File: config.mk
export PLATFORM = sky130hd
export DESIGN_NAME = mouse_pkt_decoder
export DESIGN_NICKNAME = d
export VERILOG_FILES = /design/src/rtl/mouse_dec_pkg.sv /design/src/rtl/mouse_pkt_framer.sv /design/src/rtl/mouse_sat_acc.sv /design/src/rtl/mouse_evt_emitter.sv /design/src/rtl/mouse_pkt_decoder.sv
export SDC_FILE = /design/constraint.sdc
export NUM_CORES = 1
export LEC_CHECK = 0
export ABC_AREA = 1
export BUFFER_PORTS_ARGS = -buffer_cell sky130_fd_sc_hd__buf_4
export CAP_MARGIN = 10
export CORE_AREA = 8 8 110 112
export DETAILED_ROUTE_END_ITERATION = 7
export DIE_AREA = 0 0 118 120
export RECOVER_POWER = 100
export SLEW_MARGIN = 25
export SYNTH_ARGS = -nofsm -noshare
export SYNTH_HDL_FRONTEND = slang
export SYNTH_SLANG_ARGS = --single-unit
export TNS_END_PERCENT = 10
File: constraint.sdc
create_clock -name clk_i -period 7 [get_ports clk_i]
set_clock_uncertainty 0.05 [all_clocks]
set_input_delay 0.35 -clock clk_i [delete_from_list [all_inputs] [get_ports clk_i]]
set_output_delay 0.35 -clock clk_i [all_outputs]
set_load 0.1 [all_outputs]
File: src/rtl/mouse_dec_pkg.sv
package mouse_dec_pkg;
  localparam int BTN_N   = 3;
  localparam int BTN_IDW = 2;

  typedef enum logic [1:0] {
    EV_BTN = 2'd0,
    EV_DX  = 2'd1,
    EV_DY  = 2'd2
  } ev_kind_e;

  typedef enum logic [2:0] {
    P_UNSYNC = 3'd0,
    P_DX1    = 3'd1,
    P_DY1    = 3'd2,
    P_DX2    = 3'd3,
    P_DY2    = 3'd4
  } pkt_pos_e;
endpackage

File: src/rtl/mouse_pkt_framer.sv
module mouse_pkt_framer
  import mouse_dec_pkg::*;
(
  input  logic                    clk_i,
  input  logic                    rst_ni,
  input  logic                    en_i,
  input  logic                    byte_valid_i,
  input  logic [7:0]              byte_i,
  input  logic                    byte_err_i,
  output pkt_pos_e                pos_o,
  output logic [BTN_N-1:0]        pressed_o,
  output logic                    add_x_o,
  output logic                    add_y_o,
  output logic signed [7:0]       delta_o,
  output logic                    pkt_done_o
);
  pkt_pos_e pos_q, pos_d;
  logic [BTN_N-1:0] pressed_q;
  logic take, good, is_btn, is_delta;

  assign take     = en_i & byte_valid_i;
  assign good     = take & ~byte_err_i;
  assign is_btn   = (byte_i[7:3] == 5'b10000);
  assign is_delta = good & ~is_btn;

  always_comb begin
    pos_d = pos_q;
    if (take && byte_err_i)  pos_d = P_UNSYNC;
    else if (good && is_btn) pos_d = P_DX1;
    else if (is_delta) begin
      unique case (pos_q)
        P_DX1:   pos_d = P_DY1;
        P_DY1:   pos_d = P_DX2;
        P_DX2:   pos_d = P_DY2;
        default: pos_d = P_UNSYNC;
      endcase
    end
  end

  always_ff @(posedge clk_i or negedge rst_ni) begin
    if (!rst_ni) begin
      pos_q     <= P_UNSYNC;
      pressed_q <= '0;
    end else begin
      pos_q <= pos_d;
      if (good && is_btn) pressed_q <= ~byte_i[BTN_N-1:0];
    end
  end

  assign pos_o      = pos_q;
  assign pressed_o  = pressed_q;
  assign delta_o    = signed'(byte_i);
  assign add_x_o    = is_delta & ((pos_q == P_DX1) | (pos_q == P_DX2));
  assign add_y_o    = is_delta & ((pos_q == P_DY1) | (pos_q == P_DY2));
  assign pkt_done_o = is_delta & (pos_q == P_DY2);
endmodule

File: src/rtl/mouse_sat_acc.sv
module mouse_sat_acc #(
  parameter int W = 16
) (
  input  logic                clk_i,
  input  logic                rst_ni,
  input  logic                clr_i,
  input  logic                add_i,
  input  logic signed [7:0]   delta_i,
  output logic signed [W-1:0] acc_o
);
  localparam logic signed [W:0] SMAX = {2'b00, {(W-1){1'b1}}};
  localparam logic signed [W:0] SMIN = {2'b11, {(W-1){1'b0}}};

  logic signed [W-1:0] acc_q, base;
  logic signed [W:0]   sum;
  logic signed [W-1:0] acc_d;

  always_comb begin
    base = clr_i ? '0 : acc_q;
    sum  = signed'({base[W-1], base}) + signed'({{(W-7){delta_i[7]}}, delta_i});
    if (!add_i)         acc_d = base;
    else if (sum > SMAX) acc_d = SMAX[W-1:0];
    else if (sum < SMIN) acc_d = SMIN[W-1:0];
    else                acc_d = sum[W-1:0];
  end

  always_ff @(posedge clk_i or negedge rst_ni) begin
    if (!rst_ni)             acc_q <= '0;
    else if (clr_i || add_i) acc_q <= acc_d;
  end

  assign acc_o = acc_q;
endmodule

File: src/rtl/mouse_evt_emitter.sv
module mouse_evt_emitter
  import mouse_dec_pkg::*;
#(
  parameter int W = 16
) (
  input  logic                clk_i,
  input  logic                rst_ni,
  input  logic                pkt_done_i,
  input  logic                full_i,
  input  logic [BTN_N-1:0]    pressed_i,
  input  logic signed [W-1:0] acc_x_i,
  input  logic signed [W-1:0] acc_y_i,
  output logic                ev_valid_o,
  output ev_kind_e            ev_kind_o,
  output logic [BTN_IDW-1:0]  ev_btn_o,
  output logic                ev_down_o,
  output logic signed [W-1:0] ev_delta_o,
  output logic                clr_x_o,
  output logic                clr_y_o,
  output logic                pending_o,
  output logic [BTN_N-1:0]    reported_o
);
  logic [BTN_N-1:0]   reported_q, diff, flip;
  logic [BTN_IDW-1:0] hi;
  logic               pending_q, have_btn, have_x, have_y, any_ev;

  assign diff = pressed_i ^ reported_q;

  // highest changed button wins
  always_comb begin
    hi = '0;
    for (int i = 0; i < BTN_N; i++)
      if (diff[i]) hi = BTN_IDW'(i);
    flip     = '0;
    flip[hi] = 1'b1;
  end

  assign have_btn = |diff;
  assign have_x   = (acc_x_i != '0);
  assign have_y   = (acc_y_i != '0);
  assign any_ev   = have_btn | have_x | have_y;

  assign ev_valid_o = pending_q & any_ev & ~full_i;
  assign ev_kind_o  = have_btn ? EV_BTN : (have_x ? EV_DX : EV_DY);
  assign ev_btn_o   = hi;
  assign ev_down_o  = have_btn & pressed_i[hi];
  assign ev_delta_o = have_btn ? '0 : (have_x ? acc_x_i : acc_y_i);
  assign clr_x_o    = ev_valid_o & (ev_kind_o == EV_DX);
  assign clr_y_o    = ev_valid_o & (ev_kind_o == EV_DY);

  always_ff @(posedge clk_i or negedge rst_ni) begin
    if (!rst_ni) begin
      reported_q <= '0;
      pending_q  <= 1'b0;
    end else begin
      if (ev_valid_o && have_btn) reported_q <= reported_q ^ flip;
      if (pkt_done_i)                          pending_q <= 1'b1;
      else if (pending_q && (!any_ev || full_i)) pending_q <= 1'b0;
    end
  end

  assign pending_o  = pending_q;
  assign reported_o = reported_q;
endmodule

File: src/rtl/mouse_pkt_decoder.sv
module mouse_pkt_decoder
  import mouse_dec_pkg::*;
#(
  parameter int DELTA_W = 16
) (
  input  logic               clk_i,
  input  logic               rst_ni,
  input  logic               enable_i,
  input  logic               byte_valid_i,
  input  logic [7:0]         byte_i,
  input  logic               byte_err_i,
  input  logic               ev_full_i,
  output logic               ev_valid_o,
  output logic [1:0]         ev_kind_o,
  output logic [1:0]         ev_btn_o,
  output logic               ev_down_o,
  output logic [DELTA_W-1:0] ev_delta_o
);
  localparam int AXES = 2;

  pkt_pos_e             pos;
  logic [BTN_N-1:0]     pressed, reported;
  logic                 pkt_done, pending;
  logic signed [7:0]    delta;
  logic [AXES-1:0]      add, clr;
  logic signed [DELTA_W-1:0] acc [AXES];
  logic signed [DELTA_W-1:0] acc_x, acc_y, ev_delta;
  ev_kind_e             ev_kind;
  logic [BTN_IDW-1:0]   ev_btn;

  mouse_pkt_framer u_framer (
    .clk_i        (clk_i),
    .rst_ni       (rst_ni),
    .en_i         (enable_i),
    .byte_valid_i (byte_valid_i),
    .byte_i       (byte_i),
    .byte_err_i   (byte_err_i),
    .pos_o        (pos),
    .pressed_o    (pressed),
    .add_x_o      (add[0]),
    .add_y_o      (add[1]),
    .delta_o      (delta),
    .pkt_done_o   (pkt_done)
  );

  for (genvar a = 0; a < AXES; a++) begin : g_axis
    mouse_sat_acc #(.W(DELTA_W)) u_acc (
      .clk_i   (clk_i),
      .rst_ni  (rst_ni),
      .clr_i   (clr[a]),
      .add_i   (add[a]),
      .delta_i (delta),
      .acc_o   (acc[a])
    );
  end

  assign acc_x = acc[0];
  assign acc_y = acc[1];

  mouse_evt_emitter #(.W(DELTA_W)) u_emit (
    .clk_i      (clk_i),
    .rst_ni     (rst_ni),
    .pkt_done_i (pkt_done),
    .full_i     (ev_full_i),
    .pressed_i  (pressed),
    .acc_x_i    (acc_x),
    .acc_y_i    (acc_y),
    .ev_valid_o (ev_valid_o),
    .ev_kind_o  (ev_kind),
    .ev_btn_o   (ev_btn),
    .ev_down_o  (ev_down_o),
    .ev_delta_o (ev_delta),
    .clr_x_o    (clr[0]),
    .clr_y_o    (clr[1]),
    .pending_o  (pending),
    .reported_o (reported)
  );

  assign ev_kind_o  = ev_kind;
  assign ev_btn_o   = 2'(ev_btn);
  assign ev_delta_o = ev_delta;
endmodule

==> impl_metrics.json, run 1 <==
{
  "status": "complete, but fails checks",
  "violations": "max-capacitance violations, max-slew violations",
  "wl_met3_um": 225,
  "synthFlopType": "dfrtp_1",
  "cts_resized": 0,
  "ys_warn_count": 0,
  "dr.first_iter.drc_count": 230,
  "crit_path_end_kind": "flip-flop",
  "rsz0062_at_grt": "false",
  "drive_gt1_share_pct": 6.39,
  "htreeDepth": 2,
  "dr.pass1.iters": 5,
  "grt_overflow_total": 0,
  "netlist_area_um2": 4570,
  "synth_seq_cells": 42,
  "critPathLaunchType": "flip-flop",
  "syn_inst": 767,
  "postCtsSetupBuffers": 0,
  "wl_met1_um": 5780,
  "peakVddDrop_v": 0.000153,
  "path_clk_slew_ns": 0.09,
  "hold_viol_final": 0,
  "min_path_type": "primary input to flip-flop",
  "fmax_mhz": 218,
  "synthTopCellsByArea": "nand2_1 28%, dfrtp_1 23%, inv_1 11%",
  "antenna_found_initial": 0,
  "path_delay_family": "simple AND/OR/NAND/NOR gates",
  "synth-seq-area-share_pct": 23.0,
  "die_h_um": 120,
  "synth.avg_cell_area_um2": 5.96,
  "grt_start_max_net_pins": 43,
  "insertion_delay_ns": 0.29,
  "ios": 36,
  "post-route-util_pct": 46.3,
  "cts_root_buf": "clkbuf_8",
  "maxCapViolCount": 1,
  "crit_type": "flip-flop to flip-flop",
  "die_area_um2": 14200,
  "synth_edf_count": 0,
  "routed.top_layer": "met4",
  "cp_data_arrival_time_ns": 4.76,
  "area_delta_synth_final_pct": 6.40,
  "cts_buffers": 5,
  "cp_slowest_cell": "nand4_1",
  "globalplace.congestion": 0.893,
  "grt_pass1_vias": 4319,
  "ys_async_sr_fraction_pct": 100,
  "drc": 0,
  "setup-tns-final_ns": 0,
  "vias": 4469,
  "grt_usage_pct": 17.2,
  "final_nets": 845,
  "wl_um": 12200,
  "yosysUniqueCellTypes": 37,
  "final_antenna_net_count": 0,
  "drt-vias-per-instance": 4.76,
  "cts.sinks": 42,
  "power_density_nw_per_um2": 481,
  "synth_area_leader_cell": "nand2_1",
  "syn-num-nets": 815,
  "setup_viol": 0,
  "hpwl_um": 10100,
  "tightest_slew_ns": 2.28,
  "wire_per_inst_um": 13.0,
  "maxSlewHeadroom_pct": -52.2,
  "diodes": 0,
  "initial_core_util_pct": 43.5,
  "rows": 38,
  "postCtsHoldBufs": 0,
  "crit_path_frequent_cell": "nand2_1",
  "leakagePower_nw": 3.10,
  "finalMaxSlewViolations": 43,
  "slowest_delay_ns": 0.72,
  "clockBufferDepth": 2,
  "core_um2": 10500,
  "crit_chain": "nand2_1, nand2_1, clkinv_1, nand2_1, nor2_1, nand2_1, nor2_1, nand4_1, nand2_1, inv_1, ha_1, nand2_1, inv_1, nand2_1, nand2_1, a21oi_1, nand2_1, nand2_1, nand4_1, nand2_1, nand2_1, nand2_1",
  "finalCritPeriodShare_pct": 65.6,
  "worstPathMaxFanout": 16,
  "io_buffer_count": 35,
  "critPathBufInv": 3,
  "die_w_um": 118,
  "finalCriticalPeriod_ns": 4.59,
  "wl_met2_um": 6100,
  "cp.required_ns": 7.17,
  "cts_tree": "built",
  "grt_first_pass_wirelength_um": 20600,
  "synth_top_cell_area_share_pct": 28.0
}
cell usage in the layout, fill, tap and decap left out, types with 2 or more instances in the layout:
cell type,synthesis,layout
nand2_2,17,15
inv_1,140,140
o221ai_1,2,2
dfrtp_1,42,42
clkbuf_8,0,5
xor2_1,15,15
clkbuf_1,1,24
o22ai_1,16,16
and2_1,3,3
a21oi_1,20,20
ha_1,32,32
or2_1,3,3
nor3_1,5,5
fa_1,2,2
xnor2_1,4,4
inv_2,12,11
nand3_1,25,25
buf_4,0,11
o21ai_0,8,8
nor2_1,35,37
nand4_1,12,16
clkinv_1,1,2
nand2_1,341,344
o21bai_1,4,4
routing by layer:
metal	GRT usage, %	vias up
met5	0	-
li1	-	2388
met2	31.9	51
met3	1.17	8
met1	21.8	2022
met4	2.72	0
final timing paths:
kind	cells after the start	startpoint	to	slack, ns
worst max-delay path	22	u_framer.pressed_o[2]	g_axis[1].u_acc.acc_o[14]	2.41
worst min-delay path	2	byte_i[0]	u_framer.pressed_o[0]	0.25
worst max register to register	22	u_framer.pressed_o[2]	g_axis[1].u_acc.acc_o[14]	2.41
worst min register to register	2	u_framer.pressed_o[1]	u_framer.pressed_o[1]	0.46
max in group asynchronous	1	rst_ni	g_axis[0].u_acc.acc_o[10]	4.91
min in group asynchronous	1	rst_ni	g_axis[0].u_acc.acc_o[0]	0.68
per-stage QoR:
step                      instance area, µm²  power, W  hold slack, ns  worst slack [ns]  cells
after floorplan                         4570   0.00186         0.00441              2.01    767
after global placement                  4920   0.00219           0.322              3.50    930
after detailed placement                4920   0.00220           0.324              3.43    930
after CTS                               5030   0.00240         0.00126              3.41    938
after global routing                    4870   0.00259           0.253              1.88    938
final                                   4870   0.00234           0.254              2.41    938
Yosys cell counts (2+ instances only):
| cell | instances |
|---|---|
| nand2_1 | 341 |
| inv_1 | 140 |
| dfrtp_1 | 42 |
| nor2_1 | 35 |
| ha_1 | 32 |
| nand3_1 | 25 |
| a21oi_1 | 20 |
| nand2_2 | 17 |
| o22ai_1 | 16 |
| xor2_1 | 15 |
| inv_2 | 12 |
| nand4_1 | 12 |
| o21ai_0 | 8 |
| buf_2 | 6 |
| buf_6 | 5 |
| nor3_1 | 5 |
| o21bai_1 | 4 |
| xnor2_1 | 4 |
| and2_1 | 3 |
| or2_1 | 3 |
| fa_1 | 2 |
| nand2_4 | 2 |
| nand4_2 | 2 |
| nand4_4 | 2 |
| o221ai_1 | 2 |
where the power goes:
part | internal [W] | total, W | switching [W]
Sequential | 0.000330 | 0.000394 | 0.0000638
Clock | 0.000107 | 0.000191 | 0.0000844
Combinational | 0.000510 | 0.00176 | 0.00124
Total | 0.000947 | 0.00234 | 0.00139
sequential cells by signal, summed over array words and instances, names as in the netlist, named ones only:
name and flops:
g_axis.u_acc.acc_o 32, u_framer.pos_o 3, u_framer.pressed_o 3, u_emit.pending_o 1, u_emit.reported_o 1
layout make-up:
type                            instances  area (µm²)
Fill cell                            1178        5640
Multi-Input combinational cell        560        2780
Sequential cell                        42        1050
Inverter                              153         574
Timing Repair Buffer                   35         176
Tap cell                              140         175
Clock buffer                            6        72.6
Clock inverter                          2        37.5
cells by family (layout without fill, tap and decap cells):
family	after synthesis	count (layout)	synth area share, %
buffers and inverters	165	196	14.5
AO/OA/AOI/OAI	51	51	6.48
AND/OR/NAND/NOR	455	455	42.5
adder cells (fa/ha/maj)	34	34	9.63
XOR/XNOR	19	19	3.64
flip-flops	42	42	23.0
multiplexers	1	1	0.246
worst register-to-register path: cells and delay by family, from the launching register on:
| family | cells | cell delay (ns) |
|---|---|---|
| flops | 1 | 0.41 |
| simple gates | 17 | 3.27 |
| compound gates | 1 | 0.22 |
| buf+inv | 3 | 0.22 |
| fa+ha+maj | 1 | 0.37 |
Power figures use the tool's default switching activity.
==> run 2, diff against run 1 <==
- clock period: 7 -> 4.8 ns (I/O delays scaled with it)
==> impl_metrics.json, run 2 (synthesis results as in run 1) <==
{
  "status": "complete, but fails checks",
  "violations": "max-capacitance violations, max-slew violations",
  "reg2reg_to": "g_axis[0].u_acc.acc_o[2]",
  "largest_reg_flops": 32,
  "cp_slowest_cell": "nand4_1",
  "fillers": 1156,
  "grt_pass1_vias": 4320,
  "min_path_type": "primary input to flip-flop",
  "rrSetupSlack_ns": 0.86,
  "layout_common_cells": "345 x nand2_1, 140 x inv_1, 42 x dfrtp_1",
  "tightest_slew_ns": 2.24,
  "swShare_pct": 59.5,
  "placed_area_um2": 4920,
  "initial_core_util_pct": 43.5,
  "power_frac_clock_pct": 8.1,
  "p_comb_share_pct": 75.0,
  "dr.first_iter.drc_count": 211,
  "final_nets": 846,
  "globalplace.congestion": 0.893,
  "cp.required_ns": 4.98,
  "worstPathMaxFanout": 17,
  "cts_root_buf": "clkbuf_8",
  "setup_viol": 0,
  "drt-vias-per-instance": 4.71,
  "finalMaxSlewViolations": 43,
  "grt_usage_pct": 17.0,
  "maxCapViolCount": 1,
  "die_area_um2": 14200,
  "internal-power_w": 0.00138,
  "hpwl_um": 10000,
  "dr.pass1.iters": 5,
  "drive_gt1_share_pct": 6.76,
  "cts.sinks": 42,
  "antenna_found_initial": 0,
  "grt_first_pass_wirelength_um": 20300,
  "area_delta_synth_final_pct": 7.52,
  "leakagePower_nw": 3.11,
  "hold_viol_final": 0,
  "finalCriticalPeriod_ns": 3.94,
  "cp_data_arrival_time_ns": 4.13,
  "wire_per_inst_um": 12.8,
  "fmax_mhz": 254,
  "clockBufferDepth": 2,
  "diodes": 0,
  "seqPwrFrac_pct": 16.8,
  "io_buffer_count": 35,
  "finalCritPeriodShare_pct": 82.2,
  "holdCritStartpoint": "byte_i[0]",
  "crit_path_frequent_cell": "nand2_1",
  "p_total_w": 0.00342,
  "vias": 4427,
  "crit_type": "flip-flop to flip-flop",
  "grt_start_max_net_pins": 43,
  "holdPathStages": 2,
  "power_density_nw_per_um2": 695,
  "r2r_cells": 25,
  "ios": 36,
  "crit_path_end_kind": "flip-flop",
  "wl_um": 12000,
  "grt_overflow_total": 0,
  "fin_hold_ws_ns": 0.144,
  "die_w_um": 118,
  "peakVddDrop_v": 0.000241,
  "core_um2": 10500,
  "critPathLaunchType": "flip-flop",
  "worstHoldEndpoint": "u_framer.pressed_o[0]",
  "path_delay_family": "simple AND/OR/NAND/NOR gates",
  "insertion_delay_ns": 0.29,
  "cts_tree": "built",
  "path_clk_slew_ns": 0.09,
  "p_switching_w": 0.00203,
  "critPathBufInv": 6,
  "maxSlewHeadroom_pct": -49.5,
  "drc": 0,
  "dp_cells": 930,
  "rr_startpoint": "u_framer.pressed_o[2]",
  "rsz0062_at_grt": "false",
  "layout.cells.non_filler": 939,
  "die_h_um": 120,
  "postCtsSetupBuffers": 0,
  "final_common_cell": "nand2_1",
  "cts_buffers": 5,
  "cts_resized": 0,
  "htreeDepth": 2,
  "final_antenna_net_count": 0,
  "design_area_um2": 4920,
  "rows": 38,
  "slowest_delay_ns": 0.51
}
[run 2: cell count changes in the layout (fill, tap and decap cells not counted)]
cell | previous run | this run
nor2_4 | 0 | 1
nor2_1 | 37 | 36
nand4_2 | 0 | 1
nand4_4 | 0 | 2
dlygate4sd3_1 | 0 | 1
nand2_2 | 15 | 14
nand2_1 | 344 | 345
nand4_1 | 16 | 13
[run 2: worst reg2reg max path, cell delays in order, from the launching register on]
cell and delay, ns:
dfrtp_1 0.40, inv_1 0.08, nand2_1 0.05, nand2_1 0.12
clkinv_1 0.09, nand2_1 0.12, nor2_4 0.05, nand2_1 0.24
inv_1 0.13, nand4_4 0.20, nand2_1 0.08, inv_1 0.06
ha_1 0.16, inv_1 0.06, fa_1 0.40, inv_1 0.07
nand2_1 0.05, nand2_1 0.08, nand3_1 0.09, nand2_1 0.19
nand2_1 0.10, nand3_1 0.10, nand4_1 0.51, nand2_1 0.24
nand2_1 0.08, nand2_1 0.10
[run 2: cell type report]
| class | count | area (µm²) | share of cell area [%] |
|---|---|---|---|
| clock inverters | 2 | 37.5 | 0.763 |
| flip-flops and latches | 42 | 1050 | 21.4 |
| multi-input cells | 560 | 2820 | 57.4 |
| repair buffers | 36 | 186 | 3.79 |
| well taps | 140 | 175 | 3.56 |
| clock buffers | 6 | 72.6 | 1.48 |
| inverters | 153 | 574 | 11.7 |
[run 2: stage by stage]
step | setup WS, ns | TNS, ns | utilization, %
after global placement | 1.30 | 0 | 46.8
after global routing | 0.428 | 0 | 46.8
final | 0.856 | 0 | 46.8
after detailed placement | 1.20 | 0 | 46.9
after CTS | 1.19 | 0 | 48.0
after floorplan | -0.0773 | -0.773 | -
[run 2: power groups by stage]
stage | registers, W | logic (W) | clock network (W)
floorplan | 0.000555 | 0.00216 | 0
global placement | 0.000578 | 0.00261 | 0
detailed placement | 0.000582 | 0.00262 | 0
CTS | 0.000575 | 0.00264 | 0.000282
global route | 0.000593 | 0.00289 | 0.000297
finish | 0.000575 | 0.00256 | 0.000278
[run 2: layer usage]
metal	GRT usage [%]	routed length, µm	vias to the layer above
met2	30.8	5880	69
met1	21.5	5680	1958
met5	0	0	-
met4	4.72	212	0
li1	-	-	2388
met3	1.03	229	12
[run 2: worst max path at each step]
stage,from,to,slack [ns],cells past startpoint
after floorplan,u_framer.pressed_o[2],ev_delta_o[10],-0.08,10
after global placement,g_axis[0].u_acc.acc_o[15],g_axis[1].u_acc.acc_o[5],1.30,17
after detailed placement,g_axis[0].u_acc.acc_o[15],g_axis[1].u_acc.acc_o[14],1.20,17
after CTS,g_axis[0].u_acc.acc_o[15],g_axis[1].u_acc.acc_o[14],1.19,17
after global routing,u_framer.pressed_o[2],g_axis[0].u_acc.acc_o[10],0.43,25
final,u_framer.pressed_o[2],g_axis[0].u_acc.acc_o[2],0.86,25
[run 2: repair_timing]
action	CTS	global route
endpoints found under the hold margin	42	0
hold buffers	1	0
endpoints found under the setup margin	0	0
